==> src/rtl/bytepack_pkg.sv <==
package bytepack_pkg;
  localparam int LANES     = 4;
  localparam int WORD_W    = 32;
  localparam int IRQ_N     = 5;
  localparam int IRQ_TXWM  = 0;
  localparam int IRQ_RXWM  = 1;
  localparam int IRQ_LAST  = 2;
  localparam int IRQ_TXOVF = 3;
  localparam int IRQ_RXUDF = 4;
endpackage

==> src/rtl/bp_sync_fifo.sv <==
module bp_sync_fifo #(
  parameter int WIDTH = 32,
  parameter int DEPTH = 8,
  localparam int AW    = $clog2(DEPTH),
  localparam int CW    = AW + 1
) (
  input  logic             clk,
  input  logic             rst,
  input  logic             wr_en,
  input  logic [WIDTH-1:0] wr_data,
  input  logic             rd_en,
  output logic [WIDTH-1:0] rd_data,
  output logic [CW-1:0]    count,
  output logic             full,
  output logic             empty
);
  logic [WIDTH-1:0] mem [DEPTH];
  logic [AW-1:0]    wptr, rptr;
  logic             do_wr, do_rd;

  assign full  = (count == CW'(DEPTH));
  assign empty = (count == '0);
  assign do_wr = wr_en && !full;
  assign do_rd = rd_en && !empty;

  // storage without reset so it can map onto block RAM
  always_ff @(posedge clk) begin
    if (do_wr) mem[wptr] <= wr_data;
  end

  always_ff @(posedge clk) begin
    if (rst) rd_data <= '0;
    else if (do_rd) rd_data <= mem[rptr];
  end

  always_ff @(posedge clk) begin
    if (rst) begin
      wptr  <= '0;
      rptr  <= '0;
      count <= '0;
    end else begin
      if (do_wr) wptr <= wptr + 1'b1;
      if (do_rd) rptr <= rptr + 1'b1;
      case ({do_wr, do_rd})
        2'b10:   count <= count + 1'b1;
        2'b01:   count <= count - 1'b1;
        default: count <= count;
      endcase
    end
  end
endmodule

==> src/rtl/bp_tx_unpack.sv <==
module bp_tx_unpack
  import bytepack_pkg::*;
#(
  parameter int LEN_W = 16
) (
  input  logic              clk,
  input  logic              rst,
  input  logic              start,
  input  logic [LEN_W-1:0]  len,
  input  logic              fifo_empty,
  output logic              fifo_rd,
  input  logic [WORD_W-1:0] fifo_data,
  output logic              byte_valid,
  output logic [7:0]        byte_data,
  input  logic              byte_ready
);
  logic [LEN_W-1:0]  remain;
  logic [1:0]        lane;
  logic [WORD_W-1:0] word_q;
  logic              have_word, pend, take;

  assign fifo_rd    = !have_word && !pend && !fifo_empty && (remain != '0) && !start;
  assign byte_valid = have_word;
  assign byte_data  = word_q[{lane, 3'b000} +: 8];
  assign take       = have_word && byte_ready;

  always_ff @(posedge clk) begin
    if (rst) begin
      remain    <= '0;
      lane      <= '0;
      word_q    <= '0;
      have_word <= 1'b0;
      pend      <= 1'b0;
    end else if (start) begin
      remain    <= len;
      lane      <= '0;
      have_word <= 1'b0;
      pend      <= 1'b0;
    end else begin
      pend <= fifo_rd;
      if (pend) begin
        word_q    <= fifo_data;
        have_word <= 1'b1;
        lane      <= '0;
      end else if (take) begin
        remain <= remain - 1'b1;
        lane   <= lane + 1'b1;
        if (lane == 2'd3 || remain == LEN_W'(1)) have_word <= 1'b0;
      end
    end
  end
endmodule

==> src/rtl/bp_rx_pack.sv <==
module bp_rx_pack
  import bytepack_pkg::*;
#(
  parameter int LEN_W = 16
) (
  input  logic              clk,
  input  logic              rst,
  input  logic              start,
  input  logic [LEN_W-1:0]  len,
  input  logic              byte_valid,
  input  logic [7:0]        byte_data,
  output logic              push,
  output logic [WORD_W-1:0] push_data,
  output logic              last_evt
);
  logic [LEN_W-1:0]  remain;
  logic [1:0]        lane;
  logic [WORD_W-1:0] acc;
  logic              take;

  assign take     = byte_valid && (remain != '0) && !start;
  assign push     = take && (lane == 2'd3 || remain == LEN_W'(1));
  assign last_evt = take && (remain == LEN_W'(1));

  for (genvar g = 0; g < LANES; g++) begin : g_lane
    assign push_data[g*8 +: 8] = (lane == 2'(g)) ? byte_data : acc[g*8 +: 8];
  end

  always_ff @(posedge clk) begin
    if (rst) begin
      remain <= '0;
      lane   <= '0;
      acc    <= '0;
    end else if (start) begin
      remain <= len;
      lane   <= '0;
      acc    <= '0;
    end else if (take) begin
      remain <= remain - 1'b1;
      if (push) begin
        acc  <= '0;
        lane <= '0;
      end else begin
        acc  <= push_data;
        lane <= lane + 1'b1;
      end
    end
  end
endmodule

==> src/rtl/bp_irq_ctrl.sv <==
module bp_irq_ctrl
  import bytepack_pkg::*;
#(
  parameter int DEPTH = 8,
  localparam int CNT_W = $clog2(DEPTH) + 1
) (
  input  logic             clk,
  input  logic             rst,
  input  logic [CNT_W-1:0] tx_count,
  input  logic [CNT_W-1:0] rx_count,
  input  logic [CNT_W-1:0] wm_value,
  input  logic             tx_wm_set,
  input  logic             rx_wm_set,
  input  logic             ev_last,
  input  logic             ev_tx_ovf,
  input  logic             ev_rx_udf,
  input  logic [IRQ_N-1:0] clr,
  output logic [IRQ_N-1:0] status
);
  logic [CNT_W-1:0] tx_wm, rx_wm;
  logic [IRQ_N-1:0] set_v;

  always_ff @(posedge clk) begin
    if (rst) begin
      tx_wm <= CNT_W'(DEPTH - 1);
      rx_wm <= CNT_W'(1);
    end else begin
      if (tx_wm_set) tx_wm <= wm_value;
      if (rx_wm_set) rx_wm <= wm_value;
    end
  end

  always_comb begin
    set_v            = '0;
    set_v[IRQ_RXWM]  = (rx_wm != '0) && (rx_count >= rx_wm);
    set_v[IRQ_LAST]  = ev_last;
    set_v[IRQ_TXOVF] = ev_tx_ovf;
    set_v[IRQ_RXUDF] = ev_rx_udf;
  end

  always_ff @(posedge clk) begin
    if (rst) status[IRQ_TXWM] <= 1'b0;
    else     status[IRQ_TXWM] <= (tx_count < tx_wm);
  end

  for (genvar i = 1; i < IRQ_N; i++) begin : g_sticky
    always_ff @(posedge clk) begin
      if (rst) status[i] <= 1'b0;
      else     status[i] <= set_v[i] | (status[i] & ~clr[i]);
    end
  end
endmodule

==> src/rtl/bytepack_fifo_if.sv <==
module bytepack_fifo_if
  import bytepack_pkg::*;
#(
  parameter int DEPTH = 8,
  parameter int LEN_W = 16,
  localparam int CNT_W = $clog2(DEPTH) + 1
) (
  input  logic              clk,
  input  logic              rst,
  input  logic              xfer_start,
  input  logic [LEN_W-1:0]  xfer_len,
  input  logic              tx_wm_set,
  input  logic              rx_wm_set,
  input  logic [CNT_W-1:0]  wm_value,
  input  logic              tx_wr_en,
  input  logic [31:0]       tx_wr_data,
  input  logic              rx_rd_en,
  output logic [31:0]       rx_rd_data,
  output logic [CNT_W-1:0]  rx_level,
  output logic              eng_tx_valid,
  output logic [7:0]        eng_tx_data,
  input  logic              eng_tx_ready,
  input  logic              eng_rx_valid,
  input  logic [7:0]        eng_rx_data,
  input  logic [IRQ_N-1:0]  irq_clear,
  output logic [IRQ_N-1:0]  irq_status
);
  logic [CNT_W-1:0]  tx_count;
  logic              tx_full, tx_empty, tx_rd;
  logic [WORD_W-1:0] tx_head;
  logic              rx_full, rx_empty, rx_push, rx_last;
  logic [WORD_W-1:0] rx_word;

  bp_sync_fifo #(.WIDTH(WORD_W), .DEPTH(DEPTH)) u_txf (
    .clk(clk), .rst(rst),
    .wr_en(tx_wr_en), .wr_data(tx_wr_data),
    .rd_en(tx_rd), .rd_data(tx_head),
    .count(tx_count), .full(tx_full), .empty(tx_empty)
  );

  bp_tx_unpack #(.LEN_W(LEN_W)) u_unpack (
    .clk(clk), .rst(rst), .start(xfer_start), .len(xfer_len),
    .fifo_empty(tx_empty), .fifo_rd(tx_rd), .fifo_data(tx_head),
    .byte_valid(eng_tx_valid), .byte_data(eng_tx_data), .byte_ready(eng_tx_ready)
  );

  bp_rx_pack #(.LEN_W(LEN_W)) u_pack (
    .clk(clk), .rst(rst), .start(xfer_start), .len(xfer_len),
    .byte_valid(eng_rx_valid), .byte_data(eng_rx_data),
    .push(rx_push), .push_data(rx_word), .last_evt(rx_last)
  );

  bp_sync_fifo #(.WIDTH(WORD_W), .DEPTH(DEPTH)) u_rxf (
    .clk(clk), .rst(rst),
    .wr_en(rx_push), .wr_data(rx_word),
    .rd_en(rx_rd_en), .rd_data(rx_rd_data),
    .count(rx_level), .full(rx_full), .empty(rx_empty)
  );

  bp_irq_ctrl #(.DEPTH(DEPTH)) u_irq (
    .clk(clk), .rst(rst),
    .tx_count(tx_count), .rx_count(rx_level),
    .wm_value(wm_value), .tx_wm_set(tx_wm_set), .rx_wm_set(rx_wm_set),
    .ev_last(rx_last && !rx_full),
    .ev_tx_ovf(tx_wr_en && tx_full),
    .ev_rx_udf(rx_rd_en && rx_empty),
    .clr(irq_clear), .status(irq_status)
  );
endmodule

==> config.mk <==
export PLATFORM = sky130hd
export DESIGN_NAME = bytepack_fifo_if
export DESIGN_NICKNAME = d
export VERILOG_FILES = /design/src/rtl/bytepack_pkg.sv /design/src/rtl/bp_sync_fifo.sv /design/src/rtl/bp_tx_unpack.sv /design/src/rtl/bp_rx_pack.sv /design/src/rtl/bp_irq_ctrl.sv /design/src/rtl/bytepack_fifo_if.sv
export SDC_FILE = /design/constraint.sdc
export NUM_CORES = 1
export LEC_CHECK = 0
export BUFFER_PORTS_ARGS = -buffer_cell sky130_fd_sc_hd__buf_2
export CAP_MARGIN = 20
export CORE_ASPECT_RATIO = 1.1
export CORE_MARGIN = 1
export CORE_UTILIZATION = 55
export DETAILED_ROUTE_END_ITERATION = 10
export MAX_ROUTING_LAYER = met4
export PLACE_DENSITY = 0.75
export SETUP_SLACK_MARGIN = 0.1
export SKIP_LAST_GASP = 1
export SYNTH_ARGS = -nofsm -noshare
export SYNTH_HDL_FRONTEND = slang
export SYNTH_HIERARCHICAL = 1
export SYNTH_SLANG_ARGS = --single-unit
==> constraint.sdc <==
create_clock -name clk -period 5.77 [get_ports clk]
set_input_delay 0.2885 -clock clk [delete_from_list [all_inputs] [get_ports clk]]
set_output_delay 0.2885 -clock clk [all_outputs]
set_load 0.005 [all_outputs]
* Yosys cells after proc, flatten, opt, wreduce, memory -nomap -nowiden
Memory sizes are Yosys's and may differ from the RTL's. A register that Yosys moved wholly into a read port is not among the register bits. Cells that the tools add are included. W data, S select, Z words.
Word-level totals: register bits after elaboration 135, bits in writable memories 512, input bits 74, output and inout bits 50, logic and storage cells 127, memories kept 2
Memory list:
- u_rxf.mem | words 8, width 32, rd ports 1, clocked after memory_dff 1, wr ports 1, line bp_sync_fifo.sv:17 | logic [WIDTH-1:0] mem [DEPTH];
- u_txf.mem | words 8, width 32, rd ports 1, clocked after memory_dff 1, wr ports 1, line bp_sync_fifo.sv:17
Cells by class: $add $sub $neg 12, $lt $le $gt $ge 2, equality and inequality tests 13, shift-type cells 1, muxes and demuxes 20, bitwise gates (word level) 13, reduce and logical (&&, ||, !) cells 43
Operator list (count):
- $mux W16 | 5
- $eq A16 B1 Y1 const B | 2
- $mux W32 | 1
- $mux W8 | 4
- $reduce_bool A16 Y1 | 2
- $shiftx A32 B6 Y8 | 1
- $sub A16 B1 Y16 const B | 2
- $logic_and A1 B1 Y1 | 17
- $pmux W4 S2 | 2
- $add A3 B1 Y3 const B | 4
- $reduce_bool A2 Y1 | 6
- $eq A2 B2 Y1 const B | 5
- $add A4 B1 Y4 const B | 2
- $eq A4 B4 Y1 const B | 2
- $logic_not A4 Y1 | 2
- $sub A4 B1 Y4 const B | 2
- $logic_not A1 Y1 | 7
- $mux W1 | 7
- $eq A2 B1 Y1 const B | 3
- $reduce_and A2 Y1 | 3
- $not A1 Y1 | 5
- $add A2 B1 Y2 const B | 2
- $and A1 B1 Y1 | 4
- $ge A4 B4 Y1 | 1
- other kinds (9) | 13

* Depth between registers and ports, before layout
word-level depth 8, depth in mapped cells 15, gate-level depth less buffers 13

* Hierarchy
Netlist, hierarchy kept.
Modules (own cells, without submodules):
- bp_sync_fifo | times used 2, cells an instance 548, area an instance 11123.2 µm², seq. area each 8528.2 µm²
- bp_rx_pack | times used 1, cells an instance 293, area an instance 2667.6 µm², seq. area each 1001.0 µm²
- bp_tx_unpack | times used 1, cells an instance 284, area an instance 2369.8 µm², seq. area each 1041.0 µm²
- bp_irq_ctrl | times used 1, cells an instance 67, area an instance 619.3 µm², seq. area each 260.2 µm²
- bytepack_fifo_if | times used 1, cells an instance 3, area an instance 26.3 µm², seq. area each 0.0 µm²

* Worst setup path after synthesis
No wires, ideal clock.
kind reg2reg, start register u_pack.remain[4], end memory u_rxf.mem[0][0], enable pin, library setup time 501 ps, arrival time 5160 ps, data required time 5269 ps, path slack 109 ps, stages on the path, launching flop included 8, path buffers 1, clock period less this slack 5661 ps, cell sequence dfxtp_1 > or4_4 > nor4_4 > a31oi_2 > clkbuf_1 > nor2_1 > nand2_2 > nor4_1
Between the ends: longest elaborated chain between the ends 7, elaborated cells between the ends (all ways) 9, classes of those cells eq/ne (1); mux (2); reduce/logical (6)
Ends and longest elaborated chain:
- from (decl) | line bp_rx_pack.sv:16 | logic [LEN_W-1:0] remain;
- from (signal assigned) | line bp_rx_pack.sv:35 | remain <= len;
- from (signal assigned) | line bp_rx_pack.sv:39 | remain <= remain - 1'b1;
- $reduce_bool A16 Y1 | line bp_rx_pack.sv:21 | assign take = byte_valid && (remain != '0) && !start;
- $logic_and A1 B1 Y1 (2 in series) | line bp_rx_pack.sv:21
- $logic_and A1 B1 Y1 * | line bp_rx_pack.sv:22 | assign push = take && (lane == 2'd3 || remain == LEN_W'(1));
- via rx_push | line bytepack_fifo_if.sv:31 | logic rx_full, rx_empty, rx_push, rx_last;
- $logic_and A1 B1 Y1 * | line bp_sync_fifo.sv:23 | assign do_wr = wr_en && !full;
- $mux W1 * | line bp_sync_fifo.sv:28 | if (do_wr) mem[wptr] <= wr_data;
- $mux W1 (not written as such) * | line bp_sync_fifo.sv:28
- to (decl) | line bp_sync_fifo.sv:17
The timed path passes the listed nets; every way through them passes the cells marked *.

* Final worst setup path
start register u_pack.remain[4], end memory u_rxf.mem[6][19], enable pin
Same word-level chain as after synthesis.

==> results_dict.tcl <==
set metrics [dict create \
    pwr_density_cell_mw_per_mm2 347.9 \
    cp-start-kind "register" \
    post-route-drc-count 0 \
    rr_endpoint "u_rxf/mem[6][19]" \
    leakage_nw 10.41 \
    r2r_start "u_pack/remain[4]" \
    grt_pass1_vias 16370 \
    syn_area_sq_mm 0.02793 \
    num_io_pins 124 \
    hold_viol_final 0 \
    layout.cells.most_common "edfxtp_1" \
    yosys_warnings 6 \
    drv_slew 0 \
    outcome "finished clean" \
    path_cells "or4_4, nor4_4, a31oi_2, buf_4, nor2_1, nand3_1, nor2_4, buf_4" \
    numCtsBuffers 70 \
    dp.final_hpwl_mm 33.69 \
    r2r_slack_ns 1.76 \
    max_slew_margin_pct 33.41 \
    skew_ns 0.02841 \
    hold_end "u_irq/rx_wm[1]" \
    synth.distinct_cells 74 \
    cp_slowest_cell "nor2_4" \
    initial_utilization_pct 55.70 \
    fmax_mhz 249.5 \
    cp_common_cell "buf_4" \
    grt_usage_pct 24.08 \
    hold_buffers 61 \
    post-route-util_pct 64.04 \
    ant_nets 0 \
    synth_top_area_share_pct 55.05 \
    ff2ff_path_depth 8 \
    drive_gt1_share_pct 25.77 \
    tns_ns 0 \
    synth_top_area_cell "edfxtp_1" \
    synth_area_per_cell_sq_um 16.02 \
    fin_crit_sh_pct 69.47 \
    post_cts_buffers 0 \
    fill_cells 3541 \
    holdPathStages 3 \
    netlist_instances 1743 \
    clock-sinks 711 \
    p_clk_share_pct 40.8 \
    slowest_delay_ns 0.88 \
    die_x_microns 216.9 \
    port-buffer-count 122 \
    synth_nets 1845 \
    cp.arrival_ns 4.29 \
    drv_cap 0 \
    final_cell_mix "512 x edfxtp_1, 195 x dfxtp_1, 136 x mux4_2, 127 x nor2_1, 121 x buf_2" \
    path_clk_slew_ns 0.06 \
    criticalPathCategory "reg -> reg" \
    min_period_ns 4.008 \
    fin_nets 2025 \
    crit_family "simple AND/OR/NAND/NOR gates" \
    drt_first_pass_iters 7 \
    critPathCaptureType "register" \
    crit_fanout 28 \
    antenna_found_initial 2 \
    synth_area_leaders "edfxtp_1 55%, dfxtp_1 14%, mux4_2 11%" \
    core-area_sq_mm 0.05014 \
    cts_resized 0 \
    dp_slack_ns 1.779 \
    p_switching_mw 2.487 \
    setup_violations 0 \
    cts_max_level 3 \
    min_from "rx_wm_set" \
    routed_wl_mm 58.96 \
    p_comb_share_pct 7.6 \
    first_iter_violations 1177 \
    die-area_sq_mm 0.05169 \
    switching_share_pct 22.27 \
    ys_ff_latch 711 \
    root_buffer "clkbuf_16" \
    grt_remaining_overflow 0 \
    ir_worst_vdd_mv 0.3235 \
    seqPwrFrac_pct 51.6 \
    clock_latency_ns 0.60 \
    die_y_microns 238.3 \
    via_per_inst 5.959 \
    vias 15740 \
    whs_ns 0.03780 \
    cp.required_ns 6.05 \
    power.total_mw 11.17 \
    hp-class "in -> reg" \
    tritoncts "built" \
    synth_edf_count 512 \
    wire_per_inst_microns 22.31 \
    finalWorstSetupSlack_ns 1.762 \
    ys_seq_area_share_pct 69.31 \
    yosys_most_used_dff "edfxtp_1" \
    rsz0062_at_grt "no" \
    ctsLongestPathBuffers 3 \
    regArea_sq_mm 0.01937 \
    multi_input_area_sq_mm 0.007988 \
    place.gp.congestion 0.8026 \
    syn_to_final_growth_pct 14.97 \
    synth-async-reset-ratio_pct 0 \
    grt_pass1_wl_mm 91.45 \
    crit_buf_inv 2 \
    internal_power_mw 8.683 \
    grt_max_degree 72 \
    row_count 86 \
    worstMarginPinSlew_ns 0.9988 \
]
-- worst max path at each step --
| stage | start | end | slack [ns] | cells past startpoint |
|---|---|---|---|---|
| finish | u_pack/remain[4] | u_rxf/mem[6][19] | 1.76 | 8 |
| global route | u_pack/remain[4] | u_rxf/mem[6][19] | 1.61 | 8 |
| CTS | u_pack/remain[4] | u_rxf/mem[6][19] | 1.77 | 8 |
| detailed placement | u_pack/remain[4] | u_rxf/mem[6][26] | 1.78 | 8 |
| global placement | u_pack/remain[4] | u_rxf/mem[6][2] | 1.84 | 8 |
| floorplan | u_pack/remain[4] | u_rxf/mem[0][0] | 0.11 | 7 |
-- Yosys cell counts, types with 32 or more instances --
library cell	count
nor3_1	42
mux4_2	136
nand2_1	91
clkbuf_1	62
dfxtp_1	199
edfxtp_1	512
nor2_1	134
o22ai_1	64
nor3_2	36
nand3_1	64
mux2_2	32
a21oi_1	57
-- power groups by stage --
stage | registers (mW) | logic [mW] | clock network [mW]
after floorplan | 5.79 | 0.663 | 0
after global placement | 5.86 | 0.788 | 0
after detailed placement | 5.87 | 0.814 | 0
after CTS | 5.76 | 0.857 | 4.64
after global routing | 5.78 | 0.927 | 4.85
final | 5.76 | 0.853 | 4.56
-- cells by family (layout without fill, tap and decap cells) --
group	Yosys count	after routing	synth area share [%]
simple gates	449	449	8.606
buf+inv	139	375	2.482
fa+ha+maj	28	28	1.308
flops	711	711	69.31
mux	176	176	12.54
xor+xnor	35	35	1.098
compound gates	205	205	4.650
other cells	0	3	0
-- state kept, by name, indices dropped and copies added (netlist names), 4 cells and up --
signal and flops:
u_rxf/rd_data 32, u_txf/mem 256, u_unpack/remain 16, u_pack/acc 32, u_txf/rd_data 32, u_txf/count 4
u_irq/rx_wm 4, u_rxf/mem 256, u_pack/remain 16, u_irq/tx_wm 4, u_rxf/count 4, u_unpack/word_q 32
u_irq/status 5
-- final cells by class --
type	count	share of cell area, %
Sequential cell	711	60.32
Multi-Input combinational cell	893	24.88
Clock buffer	91	5.861
Timing Repair Buffer	216	4.657
Tap cell	660	2.572
Clock inverter	37	1.329
Inverter	31	0.3624
Antenna cell	3	0.02338
-- layer usage --
metal,GRT usage [%],share of wire (%),vias to the layer above
li1,-,-,7127
met1,27.52,38,8026
met2,43.09,54,491
met3,3.786,5.3,99
met4,8.088,2.4,0
met5,-,0,-
-- per-stage QoR --
step	cell area (sq um)	std cells
5_1_grt	32110	2641
6_report	32110	2642
3_5_place_dp	29160	2449
3_3_place_gp	29160	2449
2_1_floorplan	27930	1743
4_1_cts	32070	2638
-- tightest hold or removal path: cells and delay by family --
family	cells	cell delay, ns
buf+inv	1	0.15
mux	1	0.08
simple gates	1	0.07
Power figures use the tool's default switching activity.
